==> src/rtl/dmac_pkg.sv <==
package dmac_pkg;

    localparam int DATA_W    = 32;
    localparam int ADDR_W    = 12;
    localparam int NUM_CH    = 2;
    localparam int OFS_CTRL  = 'h000;
    localparam int OFS_SRST  = 'h004;

    typedef enum logic [1:0] {
        CH_RUN   = 2'd0,
        CH_WAIT  = 2'd1,
        CH_FLUSH = 2'd2
    } ch_state_e;

    typedef struct packed {
        logic pend;
        logic flush;
    } ch_stat_t;

    function automatic logic [DATA_W-1:0] ctrl_word(input logic en);
        return {{(DATA_W-1){1'b0}}, en};
    endfunction

endpackage

==> src/rtl/dmac_regs.sv <==
module dmac_regs
    import dmac_pkg::*;
#(
    parameter int AW  = ADDR_W,
    parameter int DW  = DATA_W,
    parameter int NCH = NUM_CH
) (
    input  logic          clk,
    input  logic          rst,
    input  logic          bus_rst,
    input  logic          sel,
    input  logic          we,
    input  logic [AW-1:0] addr,
    input  logic [DW-1:0] wdata,
    output logic [DW-1:0] rdata,
    output logic          en,
    output logic [NCH-1:0] srst
);

    logic hit_ctrl, hit_srst, wr_ctrl;

    assign hit_ctrl = sel && (addr == AW'(OFS_CTRL));
    assign hit_srst = sel && (addr == AW'(OFS_SRST));
    assign wr_ctrl  = hit_ctrl && we;

    always_ff @(posedge clk) begin
        if (rst)
            en <= 1'b0;
        else if (wr_ctrl)
            en <= wdata[0];
    end

    assign srst  = (hit_srst && we) ? wdata[NCH-1:0] : '0;
    assign rdata = hit_ctrl ? ctrl_word(en) : '0;

    AST_EN_HOLDS: assert property (@(posedge clk) disable iff (rst)
        !wr_ctrl |=> $stable(en));
    AST_EN_LOADS: assert property (@(posedge clk) disable iff (rst)
        (wr_ctrl && (wdata[DW-1:1] != '0)) |=> (en == $past(wdata[0])));
    AST_BUS_RST_NO_EFFECT: assert property (@(posedge clk) disable iff (rst)
        (bus_rst && !wr_ctrl) |=> $stable(en));

endmodule

==> src/rtl/dmac_chan.sv <==
module dmac_chan
    import dmac_pkg::*;
(
    input  logic     clk,
    input  logic     rst,
    input  logic     en,
    input  logic     srst,
    input  logic     busy,
    input  logic     req,
    output logic     go,
    output logic     xreq,
    output ch_stat_t stat
);

    ch_state_e state;

    always_ff @(posedge clk) begin
        if (rst) begin
            state <= CH_RUN;
        end else begin
            unique case (state)
                CH_RUN:   if (srst) state <= CH_WAIT;
                CH_WAIT:  if (!busy) state <= CH_FLUSH;
                CH_FLUSH: state <= srst ? CH_WAIT : CH_RUN;
                default:  state <= CH_RUN;
            endcase
        end
    end

    assign stat.pend  = (state != CH_RUN);
    assign stat.flush = (state == CH_FLUSH);
    assign go         = en && (state == CH_RUN);
    assign xreq       = req && go;

    AST_WRITE_PENDS: assert property (@(posedge clk) disable iff (rst)
        srst |=> stat.pend);
    AST_FLUSH_SINGLE: assert property (@(posedge clk) disable iff (rst)
        stat.flush |=> !stat.flush);
    AST_WAIT_WHILE_BUSY: assert property (@(posedge clk) disable iff (rst)
        (state == CH_WAIT && busy) |=> (state == CH_WAIT));
    AST_NO_FLUSH_WHEN_BUSY: assert property (@(posedge clk) disable iff (rst)
        $rose(stat.flush) |-> !$past(busy));

endmodule

==> src/rtl/dmac_top.sv <==
module dmac_top
    import dmac_pkg::*;
#(
    parameter int AW  = ADDR_W,
    parameter int DW  = DATA_W,
    parameter int NCH = NUM_CH
) (
    input  logic           clk,
    input  logic           rst,
    input  logic           usb_bus_rst,
    input  logic           reg_sel,
    input  logic           reg_we,
    input  logic [AW-1:0]  reg_addr,
    input  logic [DW-1:0]  reg_wdata,
    output logic [DW-1:0]  reg_rdata,
    input  logic [NCH-1:0] ch_req,
    input  logic [NCH-1:0] ch_busy,
    output logic [NCH-1:0] ch_go,
    output logic [NCH-1:0] ch_xfer_req,
    output logic [NCH-1:0] ch_flush,
    output logic [NCH-1:0] ch_rst_pend
);

    logic           en;
    logic [NCH-1:0] srst;

    dmac_regs #(.AW(AW), .DW(DW), .NCH(NCH)) u_regs (
        .clk    (clk),
        .rst    (rst),
        .bus_rst(usb_bus_rst),
        .sel    (reg_sel),
        .we     (reg_we),
        .addr   (reg_addr),
        .wdata  (reg_wdata),
        .rdata  (reg_rdata),
        .en     (en),
        .srst   (srst)
    );

    for (genvar i = 0; i < NCH; i++) begin : g_ch
        ch_stat_t st;
        dmac_chan u_chan (
            .clk  (clk),
            .rst  (rst),
            .en   (en),
            .srst (srst[i]),
            .busy (ch_busy[i]),
            .req  (ch_req[i]),
            .go   (ch_go[i]),
            .xreq (ch_xfer_req[i]),
            .stat (st)
        );
        assign ch_flush[i]    = st.flush;
        assign ch_rst_pend[i] = st.pend;
    end

    AST_GO_NEEDS_EN: assert property (@(posedge clk) disable iff (rst)
        (ch_go != '0) |-> en);
    AST_XFER_NEEDS_GO: assert property (@(posedge clk) disable iff (rst)
        ((ch_xfer_req & ~ch_go) == '0));

endmodule

==> config.mk <==
export PLATFORM = sky130hd
export DESIGN_NAME = dmac_top
export DESIGN_NICKNAME = d
export VERILOG_FILES = /design/src/rtl/dmac_pkg.sv /design/src/rtl/dmac_regs.sv /design/src/rtl/dmac_chan.sv /design/src/rtl/dmac_top.sv
export SDC_FILE = /design/constraint.sdc
export NUM_CORES = 1
export LEC_CHECK = 0
export BUFFER_PORTS_ARGS = -buffer_cell sky130_fd_sc_hd__buf_2
export CORE_UTILIZATION = 26
export DETAILED_ROUTE_END_ITERATION = 10
export PLACE_DENSITY = 0.79
export SYNTH_ARGS = -nofsm -noshare
export SYNTH_HDL_FRONTEND = slang
export SYNTH_SLANG_ARGS = --single-unit
export TNS_END_PERCENT = 100
==> constraint.sdc <==
create_clock -name clk -period 1.2 [get_ports clk]
set_clock_uncertainty 0.2 [all_clocks]
set_input_delay 0.24 -clock clk [delete_from_list [all_inputs] [get_ports clk]]
set_output_delay 0.24 -clock clk [all_outputs]
set_load 0.005 [all_outputs]
# After elaboration in Yosys (flattened, before gate mapping)
# Index checks and enable logic that the tools add are counted.
# word_totals
inputBits	53
rom_bits	0
word_cells	37
register_bits	5
n_memories	0
ramBits	0
out_inout_bits	40
latch_bits	0
# op_classes
muxes	10
div_mod_pow	0
reduce_logical	15
mul	0
add_sub_neg	0
bitwise_logic	0
n_eq_ne	9
shift	0
n_lt_le_gt_ge	0
# ops
op	n
== test 12 x 3 -> 1 bit, second input constant	1
logical NOT 12 bit	1
one-hot mux 2 bit (3 select lines)	2
2-to-1 mux 2 bit	5
logical AND 1 bit	8
!= test 2 bit, second input constant	4
== test 2 x 1 -> 1 bit, second input constant	2
== test 2 bit, second input constant	2
logical NOT 2 bit	2
AND reduction 2 bit	2
nonzero test 2 bit	2
2-to-1 mux 1 bit	3

# Depth between registers and ports, before layout
# Gate-level depths: netlist of run 1.
# depth
ltp_word	6
ltp_mapped	4
ltp_nobuf	3

# Hierarchy
# From an unflattened synthesis of run 1, not the netlist that was laid out.
# hier_totals
hier_cells	67
hier_area_um2	599.3
# modules_own_cells
mod	area_per_inst_um2	cells_per_inst	instances
dmac_regs	384.1	47	1
dmac_chan	107.6	10	2

# Worst setup path after synthesis of run 1
# OpenSTA, ideal clock, no wires.
# synth_timing
kind	reg-to-output
start	register g_ch[0].u_chan.state[0]
end	output port ch_xfer_req[0]
path_buffers	1
t_required_ns	0.760
path_stages_with_launch	5
setup_slack_ns	-0.191
arrival_ns	0.951
cell_sequence	dfxtp_1 -> or2_2 -> nor2_1 -> and2_1 -> buf_4
# synth_via
elab_chain_len	3
# synth_lines
item	line	rtl
start, declared	dmac_chan.sv:15	ch_state_e state;
start signal, assigned	dmac_chan.sv:24	CH_FLUSH: state <= srst ? CH_WAIT : CH_RUN;
logical NOT 2 bit	dmac_chan.sv:32	assign go = en && (state == CH_RUN);
logical AND 1 bit	dmac_chan.sv:32	
net g_ch[0].u_chan.go	dmac_chan.sv:10	output logic go,
logical AND 1 bit	dmac_chan.sv:33	assign xreq = req && go;
end, declared	dmac_top.sv:19	output logic [NCH-1:0] ch_xfer_req,
# The timed path passes the listed nets, and every way through them passes these cells.

# Worst setup path after layout of run 1
# layout_timing
start	register g_ch[1].u_chan.state[1]
end	output port ch_xfer_req[1]
# layout_via
elab_chain_len	3
# layout_lines
item	line
start, declared	dmac_chan.sv:15
start signal, assigned	dmac_chan.sv:24
logical NOT 2 bit	dmac_chan.sv:32
logical AND 1 bit	dmac_chan.sv:32
logical AND 1 bit	dmac_chan.sv:33
# Every way passes these cells.

==> run_results.csv, run 1 <==
group,metric,value,unit
placed_design,routabilityCongestion,0.643,
sta,maxSlewViolCount,0,
power,power.density,554,mW/mm²
global_routing,grt_pass1_wl,1570,µm
yosys,synth.largest_area_cell,"buf_4",
setup_path,worstPathRequired,0.76,ns
global_routing,grtUsageTotal,0.0837,
yosys,syn_avg_cell_area,8.49,µm²
run_status,failed_checks,"setup timing",
yosys,async_reset_ff_frac,0,
sta,grt_setup_unrepaired,"true",
sta,finalSetupViolCount,9,
setup_path,timing.rr.start,"g_ch[1].u_chan.state[1]$_SDFFE_PP0P_",
yosys,synth_top_area_frac,0.436,
global_routing,grt_pass1_vias,411,
yosys,synth_ff_type,"dfxtp_1",
power,peakVddDrop,742,µV
power,fin_total_pwr,459,µW
floorplanning,die_h,50.2,µm
setup_path,cp_slowest_stage_delay,0.31,ns
setup_path,critPathArrivalTime,1.12,ns
drt,drtIter0Drc,4,
floorplanning,rows,17,
placed_design,io_buffers,30,
clock_network,cts_tree,"yes",
cells_and_area,diodes,0,
cells_and_area,area_growth,37.6,%
setup_path,worstPathMaxFanout,2,
power,p_leak,0.447,nW
setup_path,critPathLaunch,"g_ch[1].u_chan.state[1]$_SDFFE_PP0P_",
setup_path,cp-start-kind,"register",
sta,finalCritPeriodShare,1.30,
placed_design,dp_hpwl,849,µm
yosys,synth_cell_type_count,20,
clock_network,cts_buffer_depth,2,
floorplanning,die_w,50.2,µm
clock_network,clk_latency,0.24,ns
cells_and_area,post-route-util,0.379,
cells_and_area,regArea,105,µm²
yosys,syn_inst,71,
cells_and_area,final_cell_mix,"31 x conb_1, 24 x buf_2, 10 x buf_6",
cells_and_area,nFillCells,235,
drt,detail_route.wl_per_cell,7.92,µm
setup_path,cp_slowest_cell,"dfxtp_2",
cells_and_area,layout_commonest_cell,"conb_1",
setup_path,crit_type,"register to primary output",
floorplanning,design.core.area,0.00219,mm²
setup_path,crit_buf_inv,1,
run_status,status,"finished with violations",
clock_network,path_clk_slew,0.04,ns
hold_path,hold_start,"reg_wdata[1]",
clock_network,htreeDepth,1,
clock_network,clock-sinks,5,
yosys,synth-seq-area-share,0.166,
setup_path,worstSetupEndpointType,"primary output",
sta,setup_slack,-0.363,ns
drt,ant_nets,0,
drt,drt_pass1_iterations,5,
clock_network,cts_root_buf,"clkbuf_4",
yosys,synth.area.top_cells,"buf_4 44%, dfxtp_1 17%, nor4_4 7.1%, nor2b_1 4.1%, nor4b_4 3.9%",
cells_and_area,design_area,830,µm²
sta,fmax,0.640,GHz
drt,drc,0,
drt,wl,1100,µm
global_routing,grt_max_degree,6,
cells_and_area,layout-drive-gt1-share,0.505,
yosys,netlist_area,603,µm²
setup_path,cp_cell_sequence,"or2_1 > nor2_2 > and2_1 > buf_2",
setup_path,cpLargestDelayFamily,"simple AND/OR/NAND/NOR gates",
drt,via_per_inst,3.70,
sta,hold_viol_final,0,
floorplanning,ios,93,
global_routing,antenna_found_initial,0,
flow_run,max_cap_viol_count,0,
placed_design,place_ws,-0.326,ns
sta,setup_tns,-2.34,ns
sta,fin_crit,1.56,ns
cells_and_area,nets,165,
floorplanning,die-area,0.00252,mm²
yosys,synth_edf_count,0,
drt,vias,514,
placed_design,placed_cell_area,704,µm²
global_routing,grt_overflow,0,
cells_and_area,multi_input_area,369,µm²
yosys,synth_warnings,0,
yosys,ys_ff_latch,5,
hold_path,min_path_type,"input pin to register",
floorplanning,start_util,0.275,
clock_network,cts_made_buffers,3,
==> area by class of cell <==
cell class                 count  area share
sequential                     5       0.127
clock buffer                   4      0.0317
tap                           28      0.0422
timing repair buffer          41       0.350
multi-input combinational     60       0.445
inverter                       1     0.00452
==> state kept, by name, indices dropped and copies added (netlist names) <==
signal	flops
u_regs.en	1
g_ch.u_chan.state	4
==> logic make-up (layout without fill, tap and decap cells) <==
| kind of cell | after synthesis | in the layout | share of synthesized area |
|---|---|---|---|
| muxes | 1 | 1 | 0.0166 |
| buffers and inverters | 36 | 46 | 0.442 |
| other | 1 | 31 | 0.00622 |
| AOI/OAI and AO/OA | 2 | 2 | 0.0332 |
| and+or+nand+nor | 26 | 26 | 0.336 |
| DFF | 5 | 5 | 0.166 |
==> Yosys cell counts, types with 2 or more instances <==
cell       n
nand2b_1   2
nor4_4     2
nor2_1     6
buf_4     35
dfxtp_1    5
a32o_1     2
and2_1     2
nand2_1    2
nor2b_1    4
==> power by group <==
group	leakage [nW]	internal (mW)	switching, mW
clock	0.0150	0.126	0.0659
sequential	0.0423	0.167	0.00000322
combinational	0.390	0.0479	0.0532
total	0.447	0.340	0.119
==> metal layers <==
metal	wire, µm	part of all wire	up-vias	global-route usage
li1	-	-	247	-
met3	147	0.13	0	0.0424
met2	543	0.49	41	0.158
met1	410	0.37	226	0.0807
met4	0	0	0	0.0143
met5	0	0	-	0
==> final timing paths <==
check | slack [ns] | end | cells after the start
setup reg to reg | 0.07 | g_ch[1].u_chan.state[1]$_SDFFE_PP0P_ | 4
setup / recovery | -0.36 | ch_xfer_req[1] | 4
hold / removal | 0.04 | g_ch[1].u_chan.state[0]$_SDFFE_PP0P_ | 2
hold reg to reg | 0.35 | g_ch[0].u_chan.state[1]$_SDFFE_PP0P_ | 3
==> repair_timing <==
action | 4_1_cts | 5_1_grt
setup buffers | 2 | 4
pin swaps | 5 | 2
hold buffers | 2 | 0
gates resized for setup | 12 | 7
gates cloned | 0 | 0
endpoints found under the hold margin | 2 | 0
endpoints found under the setup margin | 10 | 10
==> through the flow <==
step / cells / hold WS [ns]
2_1_floorplan: 101 / 0.112
3_3_place_gp: 132 / 0.220
3_5_place_dp: 132 / 0.219
4_1_cts: 138 / 0.0436
5_1_grt: 139 / 0.0519
6_report: 139 / 0.0388
Power figures use the tool's default switching activity.
==> run 2: changes to the inputs <==
--- a/config.mk
+++ b/config.mk
@@ -6,9 +6,9 @@
 export NUM_CORES = 1
 export LEC_CHECK = 0
 export BUFFER_PORTS_ARGS = -buffer_cell sky130_fd_sc_hd__buf_2
-export CORE_UTILIZATION = 26
+export CORE_UTILIZATION = 31
 export DETAILED_ROUTE_END_ITERATION = 10
-export PLACE_DENSITY = 0.79
+export PLACE_DENSITY = 0.88
 export SYNTH_ARGS = -nofsm -noshare
 export SYNTH_HDL_FRONTEND = slang
 export SYNTH_SLANG_ARGS = --single-unit
==> constraint.sdc (replaced) <==
create_clock -name clk -period 1.8 [get_ports clk]
set_clock_uncertainty 0.2 [all_clocks]
set_input_delay 0.36 -clock clk [delete_from_list [all_inputs] [get_ports clk]]
set_output_delay 0.36 -clock clk [all_outputs]
set_load 0.005 [all_outputs]
==> run 2 against run 1 <==
Against the previous run: the run now ends clean; sequential power fell by 34%; largest cell class unchanged; via count down 9.1%; worst setup slack better by 0.37 ns; die area fell by 16%; sequential share of layout area increased by 1.5 points; final area down 15%; sequential cell count is the same; largest power group unchanged; non-clock buffer count is 9 lower.
==> run_results.csv, run 2 (synthesized netlist as in run 1, its figures left out) <==
group,metric,value,unit
floorplanning,design.core.area,0.00178,mm²
run_status,status,"complete, no violations",
floorplanning,ios,93,
sta,holdWs,0.0965,ns
hold_path,min_path_type,"input pin to register",
setup_path,timing.rr.start,"g_ch[1].u_chan.state[0]$_SDFFE_PP0P_",
setup_path,cp.depth,5,
hold_path,min_path_cells,2,
global_routing,met1_usage,0.0853,
cells_and_area,final_cell_mix,"31 x conb_1, 26 x buf_2, 5 x nor2_1, 5 x dfxtp_1",
floorplanning,die_h,46.1,µm
global_routing,grtUsageMet3,0.0392,
clock_network,htreeDepth,1,
sta,fin_crit,1.79,ns
floorplanning,rows,15,
setup_path,cpLargestDelayFamily,"simple AND/OR/NAND/NOR gates",
setup_path,cp_slowest_stage_delay,0.28,ns
clock_network,cts_root_buf,"clkbuf_4",
drt,ant_nets,0,
power,cell_internal_pwr,224,µW
setup_path,r2r-end,"g_ch[1].u_chan.state[0]$_SDFFE_PP0P_",
clock_network,clk_latency,0.23,ns
placed_design,dp_hpwl,910,µm
drt,drtIter0Drc,2,
sta,setup_tns,0,ns
clock_network,clock-sinks,5,
placed_design,io_buffers,30,
cells_and_area,top_regs,"g_ch.u_chan.state: 4 flops, u_regs.en: 1 flops",
cells_and_area,diodes,0,
power,seq_power_share,0.372,
drt,detail_route.wl_per_cell,8.16,µm
cells_and_area,largest_reg_flops,4,
setup_path,worstSetupEndpointType,"primary output",
floorplanning,die_w,46.1,µm
cells_and_area,layout-drive-gt1-share,0.402,
clock_network,path_clk_slew,0.04,ns
cells_and_area,area_growth,17.0,%
setup_path,regToRegSetupSlack,0.78,ns
hold_path,hold-path-endpoint,"g_ch[1].u_chan.state[1]$_SDFFE_PP0P_",
global_routing,grtUsageTotal,0.0978,
cells_and_area,regMostFlops,"g_ch.u_chan.state",
clock_network,cts_tree,"yes",
cells_and_area,nets,156,
global_routing,top_usage_layer,"met2",
setup_path,cp_slowest_cell,"nor4b_4",
setup_path,worstPathRequired,1.24,ns
clock_network,cts_made_buffers,3,
sta,fmax,0.558,GHz
sta,grt_setup_unrepaired,"true",
flow_run,max_cap_viol_count,0,
power,power_switching,74.3,µW
global_routing,antenna_found_initial,0,
setup_path,cp-start-kind,"input pin",
hold_path,hold_start,"ch_busy[1]",
power,peakVddDrop,230,µV
cells_and_area,nFillCells,191,
sta,maxSlewViolCount,0,
cells_and_area,layout_commonest_cell,"conb_1",
global_routing,grt_max_degree,6,
power,swShare,0.249,
setup_path,worstPathMaxFanout,2,
setup_path,critPathArrivalTime,1.23,ns
floorplanning,start_util,0.338,
placed_design,routabilityCongestion,0.599,
sta,finalSetupViolCount,0,
global_routing,grt_util_met2,0.194,
floorplanning,die-area,0.00213,mm²
setup_path,cp_cell_sequence,"buf_6 > nor4b_4 > nand2_1 > nor4b_2 > buf_2",
setup_path,crit_type,"input pin to primary output",
sta,hold_viol_final,0,
global_routing,grt_pass1_vias,392,
clock_network,holdBufCountCts,0,
global_routing,grt_overflow,0,
clock_network,cts_buffer_depth,2,
sta,finalCritPeriodShare,0.996,
setup_path,crit_buf_inv,2,
power,pwr-share-clk,0.412,
drt,drt_pass1_iterations,2,
power,power.density,423,mW/mm²
power,pwr-share-comb,0.216,
drt,vias,467,
drt,wl,1040,µm
drt,drc,0,
power,p_leak,0.390,nW
global_routing,grt_pass1_wl,1430,µm
drt,via_per_inst,3.68,
setup_path,reg2reg_depth,2,
## run 2: how the worst max path moves through the flow
stage	from	to	slack [ns]
CTS	reg_addr[0]	reg_rdata[0]	-0.04
global route	reg_addr[8]	reg_rdata[0]	-0.09
detailed placement	reg_addr[9]	reg_rdata[0]	-0.06
floorplan	reg_addr[9]	reg_rdata[0]	0.28
finish	reg_addr[0]	reg_rdata[0]	0.006
global placement	reg_addr[9]	reg_rdata[0]	0.03
## run 2: routing by layer
| layer | vias to the layer above | part of all wire |
|---|---|---|
| li1 | 228 | - |
| met1 | 202 | 0.32 |
| met2 | 37 | 0.56 |
| met3 | 0 | 0.12 |
| met4 | 0 | 0 |
| met5 | - | 0 |
## run 2: per-stage QoR
stage	setup slack [ns]	utilization	std cells	cell area (µm²)	power [mW]
finish	0.00636	0.396	127	706	0.299
global route	-0.0887	0.396	127	706	0.327
CTS	-0.0396	0.393	127	701	0.301
detailed placement	-0.0596	0.360	122	642	0.170
global placement	0.0313	0.360	122	642	0.169
floorplan	0.280	-	101	716	0.186
## run 2: cell type report
cell class | count | area (µm²) | area share
inverters | 1 | 3.75 | 0.00532
clock buffers | 4 | 26.3 | 0.0372
flip-flops and latches | 5 | 100 | 0.142
repair buffers | 32 | 190 | 0.270
well taps | 25 | 31.3 | 0.0443
multi-input cells | 60 | 354 | 0.502
## run 2: power by group through the flow
stage	registers [mW]	logic [mW]	clock network (mW)
2_1_floorplan	0.113	0.0728	0
3_3_place_gp	0.113	0.0559	0
3_5_place_dp	0.113	0.0571	0
4_1_cts	0.111	0.0634	0.127
5_1_grt	0.111	0.0752	0.141
6_report	0.111	0.0645	0.123
## run 2: what timing repair did
action	CTS	global route
pin swaps	4	3
gates resized for setup	4	2
cloned	0	0
setup endpoints to repair	1	2
buffers inserted	1	0
endpoints found under the hold margin	0	0
## run 2: worst register-to-register path: stages, from the launching register on
cell	delay, ns
dfxtp_1	0.35
nor3b_1	0.26
a32o_1	0.16
==> run 3: changes to the inputs <==
--- a/config.mk
+++ b/config.mk
@@ -5,10 +5,11 @@
 export SDC_FILE = /design/constraint.sdc
 export NUM_CORES = 1
 export LEC_CHECK = 0
+export ABC_AREA = 1
 export BUFFER_PORTS_ARGS = -buffer_cell sky130_fd_sc_hd__buf_2
-export CORE_UTILIZATION = 31
+export CORE_UTILIZATION = 30
 export DETAILED_ROUTE_END_ITERATION = 10
-export PLACE_DENSITY = 0.88
+export PLACE_DENSITY = 0.86
 export SYNTH_ARGS = -nofsm -noshare
 export SYNTH_HDL_FRONTEND = slang
 export SYNTH_SLANG_ARGS = --single-unit
==> run 3 against run 2 <==
Against the previous run: synthesized cell count is 27% higher; critical endpoint is now ch_xfer_req[1]; largest cell class unchanged; register-to-register slack better by 0.07 ns; global-route usage hardly changed; critical path type is now register to primary output; final cell count is 13% higher; largest power group unchanged.
==> run_results.csv, run 3 <==
group,metric,value,unit
run_status,status,"complete, no violations",
setup_path,critPathLaunch,"g_ch[1].u_chan.state[0]$_SDFFE_PP0P_",
floorplanning,ios,93,
cells_and_area,diodes,0,
power,p_leak,0.397,nW
cells_and_area,top_regs,"g_ch.u_chan.state: 4 flops, u_regs.en: 1 flops",
cells_and_area,regMostFlops,"g_ch.u_chan.state",
yosys,synth_edf_count,0,
yosys,synth_ff_type,"dfxtp_1",
yosys,netlist_area,592,µm²
yosys,synthTopCellsByCount,"35 x buf_4, 13 x nor2_1, 10 x inv_1",
clock_network,clock-sinks,5,
flow_run,max_cap_viol_count,0,
clock_network,holdBufCountCts,0,
clock_network,cts_made_buffers,3,
setup_path,cp_slowest_cell,"dfxtp_1",
clock_network,cts_buffer_depth,2,
floorplanning,die_w,46.4,µm
global_routing,grt_overflow,0,
yosys,synth_warnings,0,
power,power_switching,80.7,µW
clock_network,htreeDepth,1,
power,seq_power_share,0.374,
cells_and_area,final_cell_mix,"31 x conb_1, 30 x buf_2, 13 x nor2_1",
drt,drt_pass1_iterations,4,
sta,setup_tns,0,ns
setup_path,cp-start-kind,"register",
drt,wl,945,µm
placed_design,io_buffers,30,
power,peakVddDrop,285,µV
setup_path,critPathArrivalTime,1.18,ns
setup_path,crit_type,"register to primary output",
placed_design,dp_hpwl,835,µm
global_routing,grtUsageTotal,0.0978,
yosys,syn_avg_cell_area,6.58,µm²
sta,fin_crit,1.74,ns
sta,fmax,0.576,GHz
setup_path,cp_slowest_stage_delay,0.33,ns
setup_path,r2r-end,"g_ch[0].u_chan.state[0]$_SDFFE_PP0P_",
cells_and_area,layout-drive-gt1-share,0.328,
sta,holdWs,0.0751,ns
clock_network,cts_resized,0,
sta,finalSetupViolCount,0,
cells_and_area,largest_reg_flops,4,
yosys,syn_inst,90,
clock_network,path_clk_slew,0.05,ns
clock_network,cts_tree,"yes",
setup_path,cp_cell_sequence,"or2_2 > nor3b_2 > buf_2",
yosys,synth-seq-area-share,0.169,
global_routing,grt_pass1_vias,382,
power,cell_internal_pwr,217,µW
yosys,synth.largest_area_cell,"buf_4",
power,fin_total_pwr,297,µW
yosys,synth_cell_type_count,16,
power,swShare,0.272,
sta,maxSlewViolCount,0,
setup_path,critPathCapture,"ch_xfer_req[1]",
placed_design,placed_cell_area,623,µm²
clock_network,clk_latency,0.25,ns
floorplanning,die-area,0.00215,mm²
yosys,synth_top_area_frac,0.444,
sta,hold_viol_final,0,
drt,drc,0,
drt,vias,521,
cells_and_area,area_growth,11.8,%
drt,detail_route.wl_per_cell,6.56,µm
power,pwr-share-comb,0.174,
setup_path,timing.rr.start,"g_ch[0].u_chan.state[0]$_SDFFE_PP0P_",
yosys,synth.most_common_cell,"buf_4",
cells_and_area,nets,173,
setup_path,worstPathRequired,1.24,ns
setup_path,worstSetupEndpointType,"primary output",
clock_network,post_cts_buffers,0,
placed_design,routabilityCongestion,0.779,
drt,drtIter0Drc,4,
floorplanning,die_h,46.4,µm
global_routing,grt_pass1_wl,1390,µm
setup_path,regToRegSetupSlack,0.85,ns
drt,ant_nets,0,
setup_path,reg2reg_depth,3,
hold_path,min_path_type,"input pin to register",
floorplanning,start_util,0.332,
sta,finalCritPeriodShare,0.965,
cells_and_area,design_area,662,µm²
global_routing,antenna_found_initial,0,
yosys,ys_ff_latch,5,
global_routing,grt_max_degree,7,
yosys,synth.area.top_cells,"buf_4 44%, dfxtp_1 17%, nor2_1 8.2%, inv_1 6.3%, nand3_1 5.9%",
cells_and_area,layout_commonest_cell,"conb_1",
sta,setup_slack,0.0625,ns
yosys,async_reset_ff_frac,0,
floorplanning,design.core.area,0.00178,mm²
floorplanning,rows,15,
drt,via_per_inst,3.62,
clock_network,cts_root_buf,"clkbuf_4",
power,pwr-share-clk,0.452,
power,power.density,449,mW/mm²
placed_design,place_ws,0.114,ns
setup_path,worstPathMaxFanout,5,
-- run 3: cell types whose count changed after synthesis, moves of 2 or more --
cell,previous run,this run
inv_1,1,10
nand3_1,0,7
nor2_1,6,13
nand2_1,2,7
nor2b_1,4,0
a32o_1,2,0
and2_1,2,0
nand2b_1,2,0
nor3_1,0,2
nor4_4,2,0
-- run 3: per-stage QoR --
step                       util  cells
after floorplan               -    120
after global placement    0.349    140
after detailed placement  0.349    140
after CTS                 0.364    144
after global routing      0.371    144
final                     0.371    144
-- run 3: worst min path at each step --
stage / start / end / slack, ns / cells past startpoint
2_1_floorplan: rst / g_ch[1].u_chan.state[0]$_SDFFE_PP0P_ / 0.23 / 1
3_3_place_gp: g_ch[1].u_chan.state[0]$_SDFFE_PP0P_ / g_ch[1].u_chan.state[1]$_SDFFE_PP0P_ / 0.29 / 2
3_5_place_dp: g_ch[1].u_chan.state[0]$_SDFFE_PP0P_ / g_ch[1].u_chan.state[1]$_SDFFE_PP0P_ / 0.29 / 2
4_1_cts: ch_busy[1] / g_ch[1].u_chan.state[1]$_SDFFE_PP0P_ / 0.07 / 2
5_1_grt: ch_busy[0] / g_ch[0].u_chan.state[1]$_SDFFE_PP0P_ / 0.07 / 2
6_report: ch_busy[1] / g_ch[1].u_chan.state[1]$_SDFFE_PP0P_ / 0.08 / 2
-- run 3: final cells by class --
type	count	area, µm²
clock buffer	4	26.3
fill	215	1120
inverter	10	37.5
multi-input combinational	70	317
sequential	5	100
tap	25	31.3
timing repair buffer	30	150
-- run 3: kinds of logic (layout without fill, tap and decap cells) --
| kind of cell | after synthesis | in the layout | share of synthesized area |
|---|---|---|---|
| buf+inv | 45 | 44 | 0.507 |
| simple gates | 37 | 37 | 0.300 |
| flops | 5 | 5 | 0.169 |
| compound gates | 2 | 2 | 0.0169 |
| other cells | 1 | 31 | 0.00634 |
-- run 3: worst max-delay path, delay by kind of cell (launching register included) --
| family | cells | cell delay, ns |
|---|---|---|
| buffers and inverters | 1 | 0.13 |
| flip-flops | 1 | 0.33 |
| AND/OR/NAND/NOR | 2 | 0.46 |
-- run 3: metal layers --
| layer | part of all wire | routed length, µm | GRT usage |
|---|---|---|---|
| met1 | 0.38 | 361 | 0.0888 |
| met2 | 0.47 | 448 | 0.161 |
| met3 | 0.12 | 113 | 0.0549 |
| met4 | 0.023 | 22 | 0.0706 |
| met5 | 0 | 0 | 0 |
-- run 3: power groups by stage --
| stage | clock network, mW | registers [mW] | logic [mW] |
|---|---|---|---|
| after floorplan | 0 | 0.113 | 0.0749 |
| after global placement | 0 | 0.113 | 0.0500 |
| after detailed placement | 0 | 0.113 | 0.0507 |
| after CTS | 0.140 | 0.111 | 0.0508 |
| after global routing | 0.148 | 0.111 | 0.0628 |
| final | 0.134 | 0.111 | 0.0517 |
